### src/rtl/sgn_sel_pkg.sv
// Package: shared arithmetic for the swap sign selector table.
// Assumes a four-bit table slice, with bit 0 as the least weighted of the
// four table positions. All values are scaled by 16 so they stay integers.
package sgn_sel_pkg;

    localparam int TBL_BITS = 4;
    localparam int TBL_ADDR = 2 * TBL_BITS;
    localparam int TBL_SIZE = 1 << TBL_ADDR;

    // Scaled mismatch coefficient of table position i for nibble a.
    // The word below the nibble is taken as a single 1 followed by zeros.
    function automatic int coef(input logic [TBL_BITS-1:0] a, input int i);
        int below;
        below = 1;
        for (int p = 0; p < i; p++) begin
            if (a[p]) below = below + (1 << (p + 1));
        end
        return (a[i] ? (1 << (i + 1)) : 0) - below;
    endfunction

    // Scaled error reached by swap code c for nibble a.
    function automatic int err_of(input logic [TBL_BITS-1:0] a,
                                  input logic [TBL_BITS-1:0] c);
        int s;
        s = 0;
        for (int i = 0; i < TBL_BITS; i++) begin
            if (c[i]) s = s + coef(a, i);
            else      s = s - coef(a, i);
        end
        return s;
    endfunction

    // Lowest code whose error is closest to the truncated target v/4.
    function automatic logic [TBL_BITS-1:0] pick_code(
            input logic [TBL_BITS-1:0] a,
            input logic [TBL_BITS-1:0] v);
        int target;
        int best_d;
        int d;
        logic [TBL_BITS-1:0] best_c;
        target = 4 * int'($signed(v));
        best_d = 1 << 20;
        best_c = '0;
        for (int c = 0; c < (1 << TBL_BITS); c++) begin
            d = err_of(a, TBL_BITS'(c)) - target;
            if (d < 0) d = -d;
            if (d < best_d) begin
                best_d = d;
                best_c = TBL_BITS'(c);
            end
        end
        return best_c;
    endfunction

    // One bit plane of the table, addressed by {nibble, target}.
    function automatic logic [TBL_SIZE-1:0] plane_of(input int b);
        logic [TBL_SIZE-1:0] pl;
        logic [TBL_BITS-1:0] code;
        pl = '0;
        for (int n = 0; n < TBL_SIZE; n++) begin
            code  = pick_code(TBL_BITS'(n >> TBL_BITS), TBL_BITS'(n));
            pl[n] = code[b];
        end
        return pl;
    endfunction

endpackage

### src/rtl/sgn_sel_plane.sv
// Module: one hardwired bit plane of the swap code table.
// Assumes the address is {top input nibble, truncated target nibble}.
// The contents are constant and built at elaboration time.
module sgn_sel_plane
    import sgn_sel_pkg::*;
#(
    parameter int BIT_IDX = 0
) (
    input  logic [TBL_ADDR-1:0] addr,
    output logic                bit_o
);

    localparam logic [TBL_SIZE-1:0] PLANE = plane_of(BIT_IDX);

    // Look up this plane's bit.
    always_comb begin
        bit_o = PLANE[addr];
    end

endmodule

### src/rtl/sgn_sel_target.sv
// Module: splits the signed target into its table nibble and its sign.
// Assumes two's complement; zero counts as positive (pos = 1).
module sgn_sel_target
    import sgn_sel_pkg::*;
#(
    parameter int NU_W = 8
) (
    input  logic [NU_W-1:0]     nu,
    output logic [TBL_BITS-1:0] nu_trunc,
    output logic                pos
);

    localparam int MSB = NU_W - 1;

    // Keep the top bits and derive the polarity flag.
    always_comb begin
        nu_trunc = nu[MSB -: TBL_BITS];
        pos      = ~nu[MSB];
    end

endmodule

### src/rtl/sgn_sel_lsb.sv
// Module: polarity rule for the swap bits below the table slice.
// Assumes pos = 1 asks for a positive partial error sum.
module sgn_sel_lsb #(
    parameter int W = 12
) (
    input  logic [W-1:0] x_low,
    input  logic         pos,
    output logic [W-1:0] t_low
);

    // Bitwise XNOR of each lower input bit with the polarity flag.
    always_comb begin
        t_low = ~(x_low ^ {W{pos}});
    end

endmodule

### src/rtl/sgn_sel.sv
// Module: table-driven swap sign selector (top).
// Chooses the swap vector for one input word per accepted cycle and
// registers it, so the result is valid one cycle after acceptance.
// Assumes N > TBL_BITS and NU_W >= TBL_BITS.
module sgn_sel
    import sgn_sel_pkg::*;
#(
    parameter int N    = 16,
    parameter int NU_W = 8
) (
    input  logic            clk,
    input  logic            rst_n,
    input  logic            in_valid,
    input  logic [N-1:0]    x_word,
    input  logic [NU_W-1:0] nu,
    output logic            out_valid,
    output logic [N-1:0]    t_word
);

    localparam int LOW_W = N - TBL_BITS;

    logic [TBL_BITS-1:0] nu_trunc;
    logic                pos;
    logic [TBL_ADDR-1:0] tbl_addr;
    logic [TBL_BITS-1:0] top_code;
    logic [LOW_W-1:0]    low_code;

    sgn_sel_target #(.NU_W(NU_W)) u_target (
        .nu       (nu),
        .nu_trunc (nu_trunc),
        .pos      (pos)
    );

    // Form the table address from the top input nibble and target nibble.
    always_comb begin
        tbl_addr = {x_word[N-1 -: TBL_BITS], nu_trunc};
    end

    for (genvar b = 0; b < TBL_BITS; b++) begin : g_plane
        sgn_sel_plane #(.BIT_IDX(b)) u_plane (
            .addr  (tbl_addr),
            .bit_o (top_code[b])
        );
    end

    sgn_sel_lsb #(.W(LOW_W)) u_lsb (
        .x_low (x_word[LOW_W-1:0]),
        .pos   (pos),
        .t_low (low_code)
    );

    // Register the swap vector and its strobe.
    always_ff @(posedge clk) begin
        if (!rst_n) begin
            out_valid <= 1'b0;
            t_word    <= '0;
        end else begin
            out_valid <= in_valid;
            if (in_valid) t_word <= {top_code, low_code};
        end
    end

endmodule

### config.mk
export PLATFORM = sky130hd
export DESIGN_NAME = sgn_sel
export DESIGN_NICKNAME = d
export VERILOG_FILES = /design/src/rtl/sgn_sel_pkg.sv /design/src/rtl/sgn_sel_plane.sv /design/src/rtl/sgn_sel_target.sv /design/src/rtl/sgn_sel_lsb.sv /design/src/rtl/sgn_sel.sv
export SDC_FILE = /design/constraint.sdc
export NUM_CORES = 1
export LEC_CHECK = 0
export BUFFER_PORTS_ARGS = -buffer_cell sky130_fd_sc_hd__buf_2
export CELL_PAD_IN_SITES_DETAIL_PLACEMENT = 0
export CELL_PAD_IN_SITES_GLOBAL_PLACEMENT = 1
export CORE_UTILIZATION = 43
export DETAILED_ROUTE_END_ITERATION = 10
export PLACE_DENSITY_LB_ADDON = 0.2
export REMOVE_ABC_BUFFERS = 1
export SYNTH_ARGS = -nofsm -noshare
export SYNTH_HDL_FRONTEND = slang
export SYNTH_HIERARCHICAL = 1
export SYNTH_SLANG_ARGS = --single-unit
### constraint.sdc
create_clock -name clk -period 6.6 [get_ports clk]
set_input_delay 0.99 -clock clk [delete_from_list [all_inputs] [get_ports clk]]
set_output_delay 0.99 -clock clk [all_outputs]
set_load 0.02 [all_outputs]
## Word level (Yosys, flattened, before mapping)

Memories as Yosys holds them, arrays and structs flattened. A register that Yosys moved wholly into a read port is not among the register bits.
Index checks and enable logic that the tools add are counted.

| word-level totals | value |
|---|---|
| register bits | 17 |
| bits in latches | 0 |
| memory bits (writable) | 0 |
| bits in read-only memories | 1024 |
| input bits | 27 |
| output and inout bits | 17 |
| word-level logic and storage cells | 18 |
| memories | 4 |

Memories:

| memory | words | width | rd ports | clocked after memory_dff | write ports | line | source |
|---|---|---|---|---|---|---|---|
| (no name shown) | 256 | 1 | 1 | 1 | 0 | sgn_sel_plane.sv:17 | `bit_o = PLANE[addr];` |
| (no name shown) | 256 | 1 | 1 | 1 | 0 | sgn_sel_plane.sv:17 |  |
| (no name shown) | 256 | 1 | 1 | 1 | 0 | sgn_sel_plane.sv:17 |  |
| (no name shown) | 256 | 1 | 1 | 1 | 0 | sgn_sel_plane.sv:17 |  |

| operators by class | value |
|---|---|
| add/subtract/negate cells | 0 |
| $mul | 0 |
| divide/modulo/power cells | 0 |
| order comparisons | 1 |
| equal/unequal tests | 0 |
| shift-type cells | 0 |
| mux-type cells | 4 |
| bitwise logic cells | 3 |
| reduce and logical (&&, ||, !) cells | 4 |

Operators by type and width:

| kind | count |
|---|---|
| $not 12->12 | 1 |
| $xor 12x12->12 | 1 |
| $lt 8x9->1 const B | 1 |
| $logic_not 1->1 | 4 |
| $mux 1 | 4 |
| $not 1->1 | 1 |

## Depth between registers and ports, before layout

Gate-level depths: netlist of the first run.

| depth | value |
|---|---|
| depth in word-level cells | 3 |
| depth in mapped cells | 12 |
| gate-level depth less buffers | 11 |

## Modules after synthesis

Netlist of the first run, hierarchy kept.

Modules (own cells, without submodules):

| module | instances | cells each | area each (um2) |
|---|---|---|---|
| sgn_sel | 1 | 53 | 643.1 |
| sgn_sel_plane at g_plane[0].u_plane | 1 | 67 | 489.2 |
| sgn_sel_plane at g_plane[1].u_plane | 1 | 55 | 372.9 |
| sgn_sel_plane at g_plane[2].u_plane | 1 | 23 | 157.7 |
| sgn_sel_lsb | 1 | 13 | 116.4 |
| sgn_sel_plane at g_plane[3].u_plane | 1 | 8 | 58.8 |
| sgn_sel_target | 1 | 5 | 33.8 |

## Worst setup path before layout of the first run

OpenSTA, ideal clock, no wires.

| path | value |
|---|---|
| kind | in2reg |
| from | input nu[4] |
| to | register t_word[12] |
| library setup time | 0.116 ns |
| arrival time | 2.692 ns |
| slack | 3.792 ns |
| cell stages on the path | 12 |
| buffers on the path | 1 |
| path through | buf_4 inv_1 ha_1 inv_1 ha_1 nor2b_1 a211oi_1 nor3_1 a2111oi_2 nor3_1 mux2i_1 nor2b_1 |

RTL lines:

| what | line | source |
|---|---|---|
| start: declaration | sgn_sel.sv:15 | `input logic [NU_W-1:0] nu,` |
| end: declaration | sgn_sel.sv:17 | `output logic [N-1:0] t_word` |

==> results of run 1 <==
[synthesized netlist by cell type, types with 4 or more instances]
cell type  number  area (sq um)
a211oi_1        4          30.0
nor2b_1        25           156
buf_4           6          45.0
a21oi_1        11          55.1
nor3_1          4          20.0
nor2_1         10          37.5
nand2b_1        5          31.3
nand2_1        11          41.3
xnor2_1        12           105
o21ai_0        10          50.1
inv_1          12          45.0
o22ai_1         4          25.0
mux2i_1        18           180
buf_6           8          90.1
ha_1           14           175
dfxtp_1        17           340
[cell usage in the layout, fill, tap and decap left out, drive strengths merged, types with 4 or more instances in the layout]
master / count
buf: 39
nor2b: 25
mux2i: 18
dfxtp: 17
ha: 14
inv: 13
xnor2: 12
o21ai: 12
nand2: 11
a21oi: 11
nor2: 11
nand2b: 5
a211oi: 5
nor3: 4
o22ai: 4
clkbuf: 4
[worst max-delay path: cells and delay by family]
| family | cells | cell delay, ns |
|---|---|---|
| AOI/OAI and AO/OA | 2 | 0.59 |
| buffers and inverters | 3 | 0.52 |
| adders and majority gates | 2 | 0.45 |
| and+or+nand+nor | 4 | 0.39 |
| muxes | 1 | 0.16 |
[worst max path at each step]
stage / startpoint / to / slack (ns) / cells after the start
6_report: nu[4] / t_word[12] / 3.64 / 12
5_1_grt: nu[4] / t_word[12] / 3.45 / 12
4_1_cts: nu[4] / t_word[12] / 3.58 / 12
3_5_place_dp: nu[4] / t_word[12] / 3.32 / 12
3_3_place_gp: nu[4] / t_word[12] / 3.40 / 12
2_1_floorplan: nu[4] / t_word[12] / 3.99 / 11
[registers in the layout (all words and copies together) (netlist names)]
signal,flops
t_word,16
out_valid,1
[power by group through the flow]
stage | registers (mW) | logic [mW] | clock network [mW]
detailed placement | 0.116 | 0.112 | 0
floorplan | 0.126 | 0.0582 | 0
CTS | 0.114 | 0.112 | 0.0775
global placement | 0.116 | 0.111 | 0
finish | 0.114 | 0.111 | 0.0767
global route | 0.115 | 0.126 | 0.0834
[stage by stage]
step	instances	hold WS (ns)	worst slack, ns
CTS	299	0.513	3.58
floorplan	206	0.589	3.99
global route	299	0.536	3.45
global placement	295	0.492	3.40
detailed placement	295	0.496	3.32
finish	299	0.506	3.64
[per-layer routing]
| metal | global-route usage [%] | vias up | share of wire (%) |
|---|---|---|---|
| met5 | 0 | - | 0 |
| met1 | 24.8 | 748 | 52 |
| met3 | 3.83 | 0 | 2.8 |
| met4 | 1.56 | 0 | 0 |
| li1 | - | 842 | - |
| met2 | 28.1 | 25 | 45 |
[logic make-up after synthesis]
group	count (synthesis)
adder cells (fa/ha/maj)	14
AO/OA/AOI/OAI	61
flip-flops	17
XOR/XNOR	12
buffers and inverters	31
AND/OR/NAND/NOR	70
multiplexers	19
[final cells by class]
type	instances	area [sq um]	area share, %
clock buffers	4	45.0	2.25
inverters	13	48.8	2.43
multi-input cells	176	1310	65.5
flip-flops and latches	17	340	17.0
well taps	50	62.6	3.12
repair buffers	39	195	9.73
==> qor.yml, run 1 <==
sta:
  setup-violations-final: 0
  period_share_pct: 44.9
  worst_pin_slew_ns: 0.668
  clock_skew_ns: 0
  timing.fmax_ghz: 0.337
  relSlewSlack_pct: 55.5
  finalMaxSlewViolations: 0
  tns_ns: 0
  hold_violations: 0
  fin_crit_ns: 2.96
  rsz0062_at_grt: "false"
clock_network:
  numCtsBuffers: 3
  clock_latency_ns: 0.25
  cts.sinks: 17
  ctsResizeCount: 0
  cts_root_buf: "clkbuf_8"
  cts_max_level: 1
  cts.clk_slew.worst_paths_ns: 0.06
  cts_tree: "done"
  cts.path.max_buffers: 2
  cts-hold-fix-buffers: 0
  postCtsSetupRepairBufs: 0
synth:
  yosysSeqAreaShare_pct: 18.2
  yosys-mux-area-fraction_pct: 10.2
  synthAdderAreaFrac_pct: 9.36
  ys_async_sr_fraction_pct: 0
  synth.distinct_cells: 56
  synthCells: 224
  yosys_most_used_dff: "dfxtp_1"
  synth_top_family_by_area: "compound AO/OA/AOI/OAI gates"
  synth-xor-area-share_pct: 5.61
  synthSimpleGateAreaFrac_pct: 21.0
  netlist_area_sq_mm: 0.00187
  ys_ff_latch: 17
  synth_compound_area_share_pct: 24.0
  synth_edf_count: 0
  yosysWarnings: 6
  synth_area_per_cell_sq_um: 8.36
global_route:
  first_global_vias: 1335
  antenna_found_initial: 0
  track_usage_pct: 17.6
  grt_pass1_wl_um: 6330
  overflow: 0
  grt_max_degree: 42
setup_path:
  crit_chain: "buf_2 -> inv_1 -> ha_1 -> inv_1 -> ha_1 -> nor2b_1 -> a211oi_1 -> nor3_1 -> a2111oi_2 -> nor3_1 -> mux2i_1 -> nor2b_1"
  cp_slowest_cell: "a2111oi_2"
  worstPathMaxFanout: 19
  crit-reg2reg-capture: "t_word[12]"
  timing.rr.start: "t_word[12]"
  required_ns: 6.74
  reg2reg_slack_ns: 5.98
  crit_type: "input pin to flop"
  critPathArrivalTime_ns: 3.11
  crit_path_max_incr_delay_ns: 0.37
  rr_worst_depth: 2
  cp-start-kind: "input pin"
  cp-end-kind: "flop"
detailed_routing:
  drtIter0Drc: 107
  routedWlPerCell_um: 13.2
  dr.pass1.iters: 4
  drc: 0
  routed_wl_um: 3960
  final_antenna_net_count: 0
  via_count: 1615
  viasPerCell: 5.40
floorplanning:
  fp.dieW_um: 68.0
  core-area_sq_mm: 0.00409
  rows: 23
  die_h_um: 68.0
  num_io_pins: 44
  start_util_pct: 45.8
  die_area_sq_mm: 0.00462
power:
  p_seq_share_pct: 37.7
  switching_share_pct: 33.9
  p_leak_nw: 0.902
  vdd_drop_max_mv: 0.136
  p_sw_mw: 0.102
  combPwrFrac_pct: 36.9
  clock_power_share_pct: 25.4
  internal_power_mw: 0.200
  fin_total_pwr_mw: 0.302
  power_density_mw_per_mm2: 151
cells_and_area:
  diodes: 0
  areaGrowthSynthToFinish_pct: 7.15
  final_nets: 291
  n_fill_cell: 418
  drive_above_1_share_pct: 20.5
  fin_util_pct: 49.1
  stdcell_area_sq_mm: 0.00201
worst_hold_path:
  worst_hold_path.endpoint: "t_word[15]"
  hold_path_startpoint: "t_word[15]"
  hold-path-cell-count: 2
  hold_class: "flop to flop"
placed_design:
  gp_congestion: 0.769
  placed_cell_area_sq_mm: 0.00196
  dp_hpwl_um: 2590
  io_buffers: 39
flow_run:
  maxCapViolations: 0
run_status:
  status: "complete, no violations"
No activity file was read; power rests on OpenSTA's default activity.
==> run 2: changes to the inputs <==
- ABC_AREA: default -> 1
- CORE_UTILIZATION: 43 -> 36
- clock period: 6.6 -> 3.05 ns (I/O delays scaled with it)
==> run 2 against run 1 <==
Net effect:
- global-route usage is 1.3 points lower
- largest cell class unchanged
- non-clock buffer count unchanged
- first-iteration DRC count shrank 35%
- critical path type unchanged
- via count increased by 35%
- hold slack lost 0.037 ns
==> qor.yml, run 2 <==
placed_design:
  dp_hpwl_um: 3310  # +28%
  dp_cells: 493  # +67%
  io_buffers: 39  # unchanged
  gp_congestion: 0.795  # +3.4%
synth:
  yosysSeqAreaShare_pct: 16.1  # -2.0 points
  yosys_most_used_dff: "dfxtp_1"
  synth.distinct_cells: 21  # -63%
  yosysWarnings: 6  # unchanged
  yosysTopAreaCell: "nand2_1"
  netlist_top_cells_area: "nand2_1, dfxtp_1, inv_1"
  synth_area_per_cell_sq_um: 5.27  # -37%
  synthCells: 400  # +79%
  synth_edf_count: 0  # unchanged
  synth_top_cell_area_share_pct: 29.4  # +11 points
  ys_ff_latch: 17  # unchanged
  ys_async_sr_fraction_pct: 0  # unchanged
  netlist_area_sq_mm: 0.00211  # +13%
  yosys-top-cells-count: "nand2_1, inv_1, nor2_1, nand3_1, dfxtp_1"
  synth.most_common_cell: "nand2_1"
setup_path:
  required_ns: 3.20  # -3.54 ns
  crit_type: "input pin to flop"
  crit_path_end: "t_word[13]"
  cp-end-kind: "flop"
  crit-reg2reg-capture: "t_word[7]"
  crit_path_max_incr_delay_ns: 0.32  # -0.05 ns
  worstPathMaxFanout: 15  # -4
  reg2reg_slack_ns: 2.49  # -3.49 ns
  rr_worst_depth: 2  # unchanged
  crit_chain: "buf_2 -> inv_1 -> ha_1 -> nand2_1 -> nand2_1 -> o21ai_0 -> nand2_1 -> nand2_1 -> nand2_1 -> nand2_1 -> nor2_1 -> nor2_1 -> inv_1 -> nand2_1 -> nand2_1 -> nor2_1"
  critPathArrivalTime_ns: 2.07  # -1.04 ns
  critical_path.startpoint: "nu[5]"
  cp_slowest_cell: "ha_1"
  cp-start-kind: "input pin"
  crit_top_cell: "nand2_1"
  timing.rr.start: "t_word[7]"
power:
  p_sw_mw: 0.263  # +160%
  vdd_drop_max_mv: 0.165  # +21%
  combPwrFrac_pct: 38.5  # +1.6 points
  clock_power_share_pct: 25.5  # about the same
  internal_power_mw: 0.419  # +110%
  p_seq_share_pct: 36.0  # -1.7 points
  p_leak_nw: 1.46  # +62%
  power_density_mw_per_mm2: 301  # +100%
  switching_share_pct: 38.5  # +4.7 points
cells_and_area:
  reg.largest.list: "t_word x16, out_valid x1"
  diodes: 0  # unchanged
  final_nets: 467  # +60%
  drive_above_1_share_pct: 13.4  # -7.1 points
  final_common_cell: "nand2_1"
  top_register: "t_word"
  final_cell_mix: "nand2_1, inv_1, nor2_1, buf_2, nand3_1"
  fin_cells: 497  # +66%
  areaGrowthSynthToFinish_pct: 7.36
  largest_register_ffs: 16  # unchanged
sta:
  finalMaxSlewViolations: 0  # unchanged
  clock_skew_ns: 0  # unchanged
  hold_violations: 0  # unchanged
  period_share_pct: 63.0
  timing.fmax_ghz: 0.520
  fin_crit_ns: 1.92
  rsz0062_at_grt: "false"
  setup-violations-final: 0  # unchanged
  relSlewSlack_pct: 59.9  # +4.4 points
  tns_ns: 0  # unchanged
  worst_pin_slew_ns: 0.601  # -0.0660 ns
global_route:
  antenna_found_initial: 0  # unchanged
  track_usage_pct: 16.2  # -1.3 points
  grt_pass1_wl_um: 8370  # +32%
  met2_usage_pct: 28.7  # +0.63 points
  first_global_vias: 1941  # +45%
  grtUsageMet1_pct: 21.2  # -3.6 points
  overflow: 0  # unchanged
  grt_max_degree: 34  # -19%
  gr-usage-met3_pct: 2.33  # -1.5 points
  busiest_layer: "met2"
detailed_routing:
  drtIter0Drc: 70  # -35%
  routedWlPerCell_um: 9.78  # -26%
  viasPerCell: 4.40  # -18%
  routed_wl_um: 4860  # +23%
  via_count: 2188  # +35%
  drc: 0  # unchanged
  dr.pass1.iters: 4  # unchanged
  final_antenna_net_count: 0  # unchanged
flow_run:
  maxCapViolations: 0  # unchanged
floorplanning:
  core-area_sq_mm: 0.00557  # +36%
  num_io_pins: 44  # unchanged
  die_h_um: 78.5  # +16%
  rows: 27  # +17%
  start_util_pct: 37.8  # -8.0 points
  die_area_sq_mm: 0.00617  # +33%
  fp.dieW_um: 78.5  # +16%
clock_network:
  cts_root_buf: "clkbuf_8"
  ctsResizeCount: 0  # unchanged
  numCtsBuffers: 3  # unchanged
  cts.path.max_buffers: 2  # unchanged
  cts-hold-fix-buffers: 0  # unchanged
  cts.sinks: 17  # unchanged
  clock_latency_ns: 0.25  # about the same
  cts.clk_slew.worst_paths_ns: 0.07  # about the same
  cts_max_level: 1  # unchanged
  cts_tree: "done"
  postCtsSetupRepairBufs: 0  # unchanged
worst_hold_path:
  hold_path_startpoint: "t_word[4]"
  hold_class: "flop to flop"
run_status:
  status: "complete, no violations"
[run 2: cell count changes after synthesis, sizes merged, moves of 8 or more]
| cell | previous run | this run |
|---|---|---|
| inv | 13 | 72 |
| nand2 | 11 | 168 |
| nor2b | 25 | 0 |
| xnor2 | 12 | 0 |
| nand3 | 3 | 35 |
| mux2i | 18 | 0 |
| o21ai | 12 | 4 |
| nor2 | 11 | 54 |
[run 2: cell type report]
cell class                 instances  area [sq um]
inverter                          72           270
sequential                        17           340
multi-input combinational        293          1320
clock buffer                       3          41.3
timing repair buffer              39           195
clock inverter                     1          5.00
tap                               72          90.1
fill                             646          3310
[run 2: routing by layer]
layer	vias up	routed length (um)	part of all wire (%)
met5	-	0	0
met4	0	23	0.47
met3	4	101	2.1
met2	23	2160	44
met1	932	2570	53
li1	1229	-	-
[run 2: cells by family (layout without fill, tap and decap cells)]
logic type      Yosys count  count (layout)  share of synthesized area (%)
simple gates            258             258                           49.0
buf+inv                  90             115                           21.2
compound gates           21              21                           5.40
fa+ha+maj                14              14                           8.31
flops                    17              17                           16.1
[run 2: worst min path at each step]
| stage | end | depth (start not counted) |
|---|---|---|
| global route | t_word[6] | 2 |
| detailed placement | t_word[11] | 2 |
| global placement | t_word[1] | 2 |
| CTS | t_word[11] | 2 |
| floorplan | t_word[0] | 2 |
| finish | t_word[4] | 2 |
[run 2: power groups by stage]
stage | clock, mW | sequential, mW | combinational [mW]
after detailed placement | 0 | 0.250 | 0.264
after global placement | 0 | 0.250 | 0.263
after floorplan | 0 | 0.272 | 0.150
after CTS | 0.182 | 0.245 | 0.264
after global routing | 0.188 | 0.248 | 0.306
final | 0.174 | 0.245 | 0.263
[run 2: stage by stage]
step	hold WS, ns	setup slack (ns)	instance area, sq um	utilization (%)	total power, mW
final	0.469	1.13	2260	40.6	0.681
after global routing	0.486	0.845	2260	40.6	0.741
after CTS	0.472	1.13	2260	40.6	0.692
after detailed placement	0.460	0.852	2220	39.8	0.514
after global placement	0.454	0.854	2220	39.8	0.513
after floorplan	0.544	1.31	1930	-	0.421
[run 2: worst max-delay path: cells and delay by family]
kind	cells	cell delay, ns
fa+ha+maj	1	0.32
buf+inv	3	0.48
compound gates	1	0.10
simple gates	11	0.70
==> run 3: changes to the inputs <==
- ABC_AREA: 1 -> 0
- clock period: 3.05 -> 1.6 ns (I/O delays scaled with it)
==> run 3 against run 2 <==
Net effect:
- the run now ends with negative setup slack left
- die area fell by 11%
- clock skew did not move
- hold slack got worse by 0.12 ns
- sequential power up 93%
- power up 100%
- critical endpoint unchanged
- sequential share of layout area fell by 1.4 points
==> qor.yml, run 3 (synthesized netlist as in run 1, its figures left out) <==
run_status:
  status: "complete, but fails checks"
  violations: "negative setup slack"
detailed_routing:
  viasPerCell: 5.04  # +14%
  drtIter0Drc: 54  # -23%
  drc: 0  # unchanged
  final_antenna_net_count: 0  # unchanged
  dr.pass1.iters: 4  # unchanged
  routed_wl_um: 4630  # -4.8%
  via_count: 1793  # -18%
  routedWlPerCell_um: 13.0  # +33%
power:
  power_density_mw_per_mm2: 551  # +83%
  p_sw_mw: 0.458  # +75%
  internal_power_mw: 0.919  # +120%
  clock_power_share_pct: 22.6  # -2.9 points
  combPwrFrac_pct: 43.1  # +4.6 points
  fin_total_pwr_mw: 1.38  # +100%
  p_seq_share_pct: 34.3  # -1.7 points
  vdd_drop_max_mv: 0.490  # +200%
  p_leak_nw: 1.12  # -24%
  switching_share_pct: 33.3  # -5.3 points
cells_and_area:
  top_register: "t_word"
  stdcell_area_sq_mm: 0.00250  # +11%
  final_cell_mix: "buf_2, buf_4, nor2b_1, mux2i_1, dfxtp_1"
  reg.largest.list: "t_word x16, out_valid x1"
  drive_above_1_share_pct: 37.4  # +24 points
  diodes: 0  # unchanged
  final_nets: 331  # -29%
  areaGrowthSynthToFinish_pct: 33.7
  fin_util_pct: 51.6  # +11 points
  final_common_cell: "buf_2"
  n_fill_cell: 467  # -28%
  largest_register_ffs: 16  # unchanged
setup_path:
  cp_slowest_cell: "or4_4"
  rr_worst_depth: 2  # unchanged
  crit_type: "input pin to flop"
  critPathArrivalTime_ns: 1.80  # -0.27 ns
  reg2reg_slack_ns: 1.00  # -1.49 ns
  crit_chain: "buf_12 -> inv_8 -> buf_6 -> ha_4 -> nand2_2 -> o21ai_1 -> a21oi_1 -> or4_4 -> a32oi_2 -> mux2i_1 -> nor2b_1"
  cp-end-kind: "flop"
  cp-start-kind: "input pin"
  crit-reg2reg-capture: "t_word[4]"
  required_ns: 1.78  # -1.42 ns
  crit_path_max_incr_delay_ns: 0.54  # +0.22 ns
  timing.rr.start: "t_word[4]"
  worstPathMaxFanout: 6  # -9
clock_network:
  cts_max_level: 1  # unchanged
  cts.sinks: 17  # unchanged
  cts.path.max_buffers: 2  # unchanged
  cts_root_buf: "clkbuf_8"
  cts-hold-fix-buffers: 0  # unchanged
  cts_tree: "done"
  postCtsSetupRepairBufs: 0  # unchanged
  cts.clk_slew.worst_paths_ns: 0.06  # about the same
  numCtsBuffers: 3  # unchanged
  clock_latency_ns: 0.24  # about the same
placed_design:
  gp_congestion: 0.767  # -3.6%
  placed_cell_area_sq_mm: 0.00229  # +3.5%
  dp_hpwl_um: 3360  # +1.4%
  io_buffers: 39  # unchanged
floorplanning:
  start_util_pct: 38.6  # +0.78 points
  num_io_pins: 44  # unchanged
  die_h_um: 74.1  # -5.6%
  core-area_sq_mm: 0.00485  # -13%
  rows: 25  # -7.4%
  fp.dieW_um: 74.1  # -5.6%
  die_area_sq_mm: 0.00549  # -11%
sta:
  worst_pin_slew_ns: 0.509  # -0.0923 ns
  fin_crit_ns: 1.61
  finalMaxSlewViolations: 0  # unchanged
  fin_ws_ns: -0.0142  # -1.14 ns
  relSlewSlack_pct: 66.1  # +6.2 points
  period_share_pct: 101
  timing.fmax_ghz: 0.620
  hold_violations: 0  # unchanged
  setup-violations-final: 1  # +1
  clock_skew_ns: 0  # unchanged
  rsz0062_at_grt: "true"
global_route:
  grt_max_degree: 23  # -32%
  track_usage_pct: 17.2  # +0.94 points
  grt_pass1_wl_um: 7560  # -9.7%
  overflow: 0  # unchanged
  antenna_found_initial: 0  # unchanged
  first_global_vias: 1641  # -15%
worst_hold_path:
  hold-path-cell-count: 4  # +2
  worst_hold_path.endpoint: "t_word[9]"
  hold_path_startpoint: "x_word[9]"
  hold_class: "input pin to flop"
flow_run:
  maxCapViolations: 0  # unchanged
run 3: timing repair:
action	4_1_cts	5_1_grt
pin swaps	9	0
gates cloned	0	0
gates resized for setup	26	18
setup endpoints to repair	2	2
run 3: power by group through the flow:
stage	logic, mW	registers [mW]	clock network [mW]
CTS	0.579	0.473	0.326
global placement	0.546	0.480	0
detailed placement	0.547	0.481	0
finish	0.593	0.473	0.312
global route	0.648	0.477	0.350
floorplan	0.240	0.522	0
run 3: worst max-delay path, delay by kind of cell:
kind / cells / cell delay, ns
and+or+nand+nor: 3 / 0.69
AOI/OAI and AO/OA: 3 / 0.36
adders and majority gates: 1 / 0.13
buffers and inverters: 3 / 0.27
muxes: 1 / 0.10
run 3: per-layer routing:
metal	part of all wire, %	global-route usage, %	up-vias	wire, um
met5	0	0	-	0
met4	0	2.56	0	0
met3	4.3	2.17	0	201
met2	46	28.8	36	2140
met1	49	24.0	833	2280
li1	-	-	924	-
run 3: area by class of cell:
type | count | area, sq um | area share, %
Multi-Input combinational cell | 176 | 1420 | 56.7
Timing Repair Buffer | 79 | 549 | 22.0
Sequential cell | 17 | 340 | 13.6
Tap cell | 67 | 83.8 | 3.35
Inverter | 13 | 66.3 | 2.65
Clock buffer | 4 | 45.0 | 1.80
run 3: metrics by stage:
stage | setup WS (ns) | cells | hold slack (ns) | TNS, ns
3_3_place_gp | -0.467 | 352 | 0.492 | -1.11
2_1_floorplan | -0.260 | 206 | 0.368 | -0.328
5_1_grt | -0.104 | 356 | 0.358 | -0.167
4_1_cts | -0.0466 | 356 | 0.344 | -0.0703
3_5_place_dp | -0.490 | 352 | 0.499 | -1.15
6_report | -0.0142 | 356 | 0.346 | -0.0142
run 3: worst max path at each step:
stage | startpoint | endpoint | depth (start not counted)
finish | nu[5] | t_word[13] | 11
global route | nu[5] | t_word[13] | 11
CTS | nu[5] | t_word[13] | 11
detailed placement | nu[4] | t_word[12] | 12
global placement | nu[4] | t_word[12] | 12
floorplan | nu[4] | t_word[12] | 11
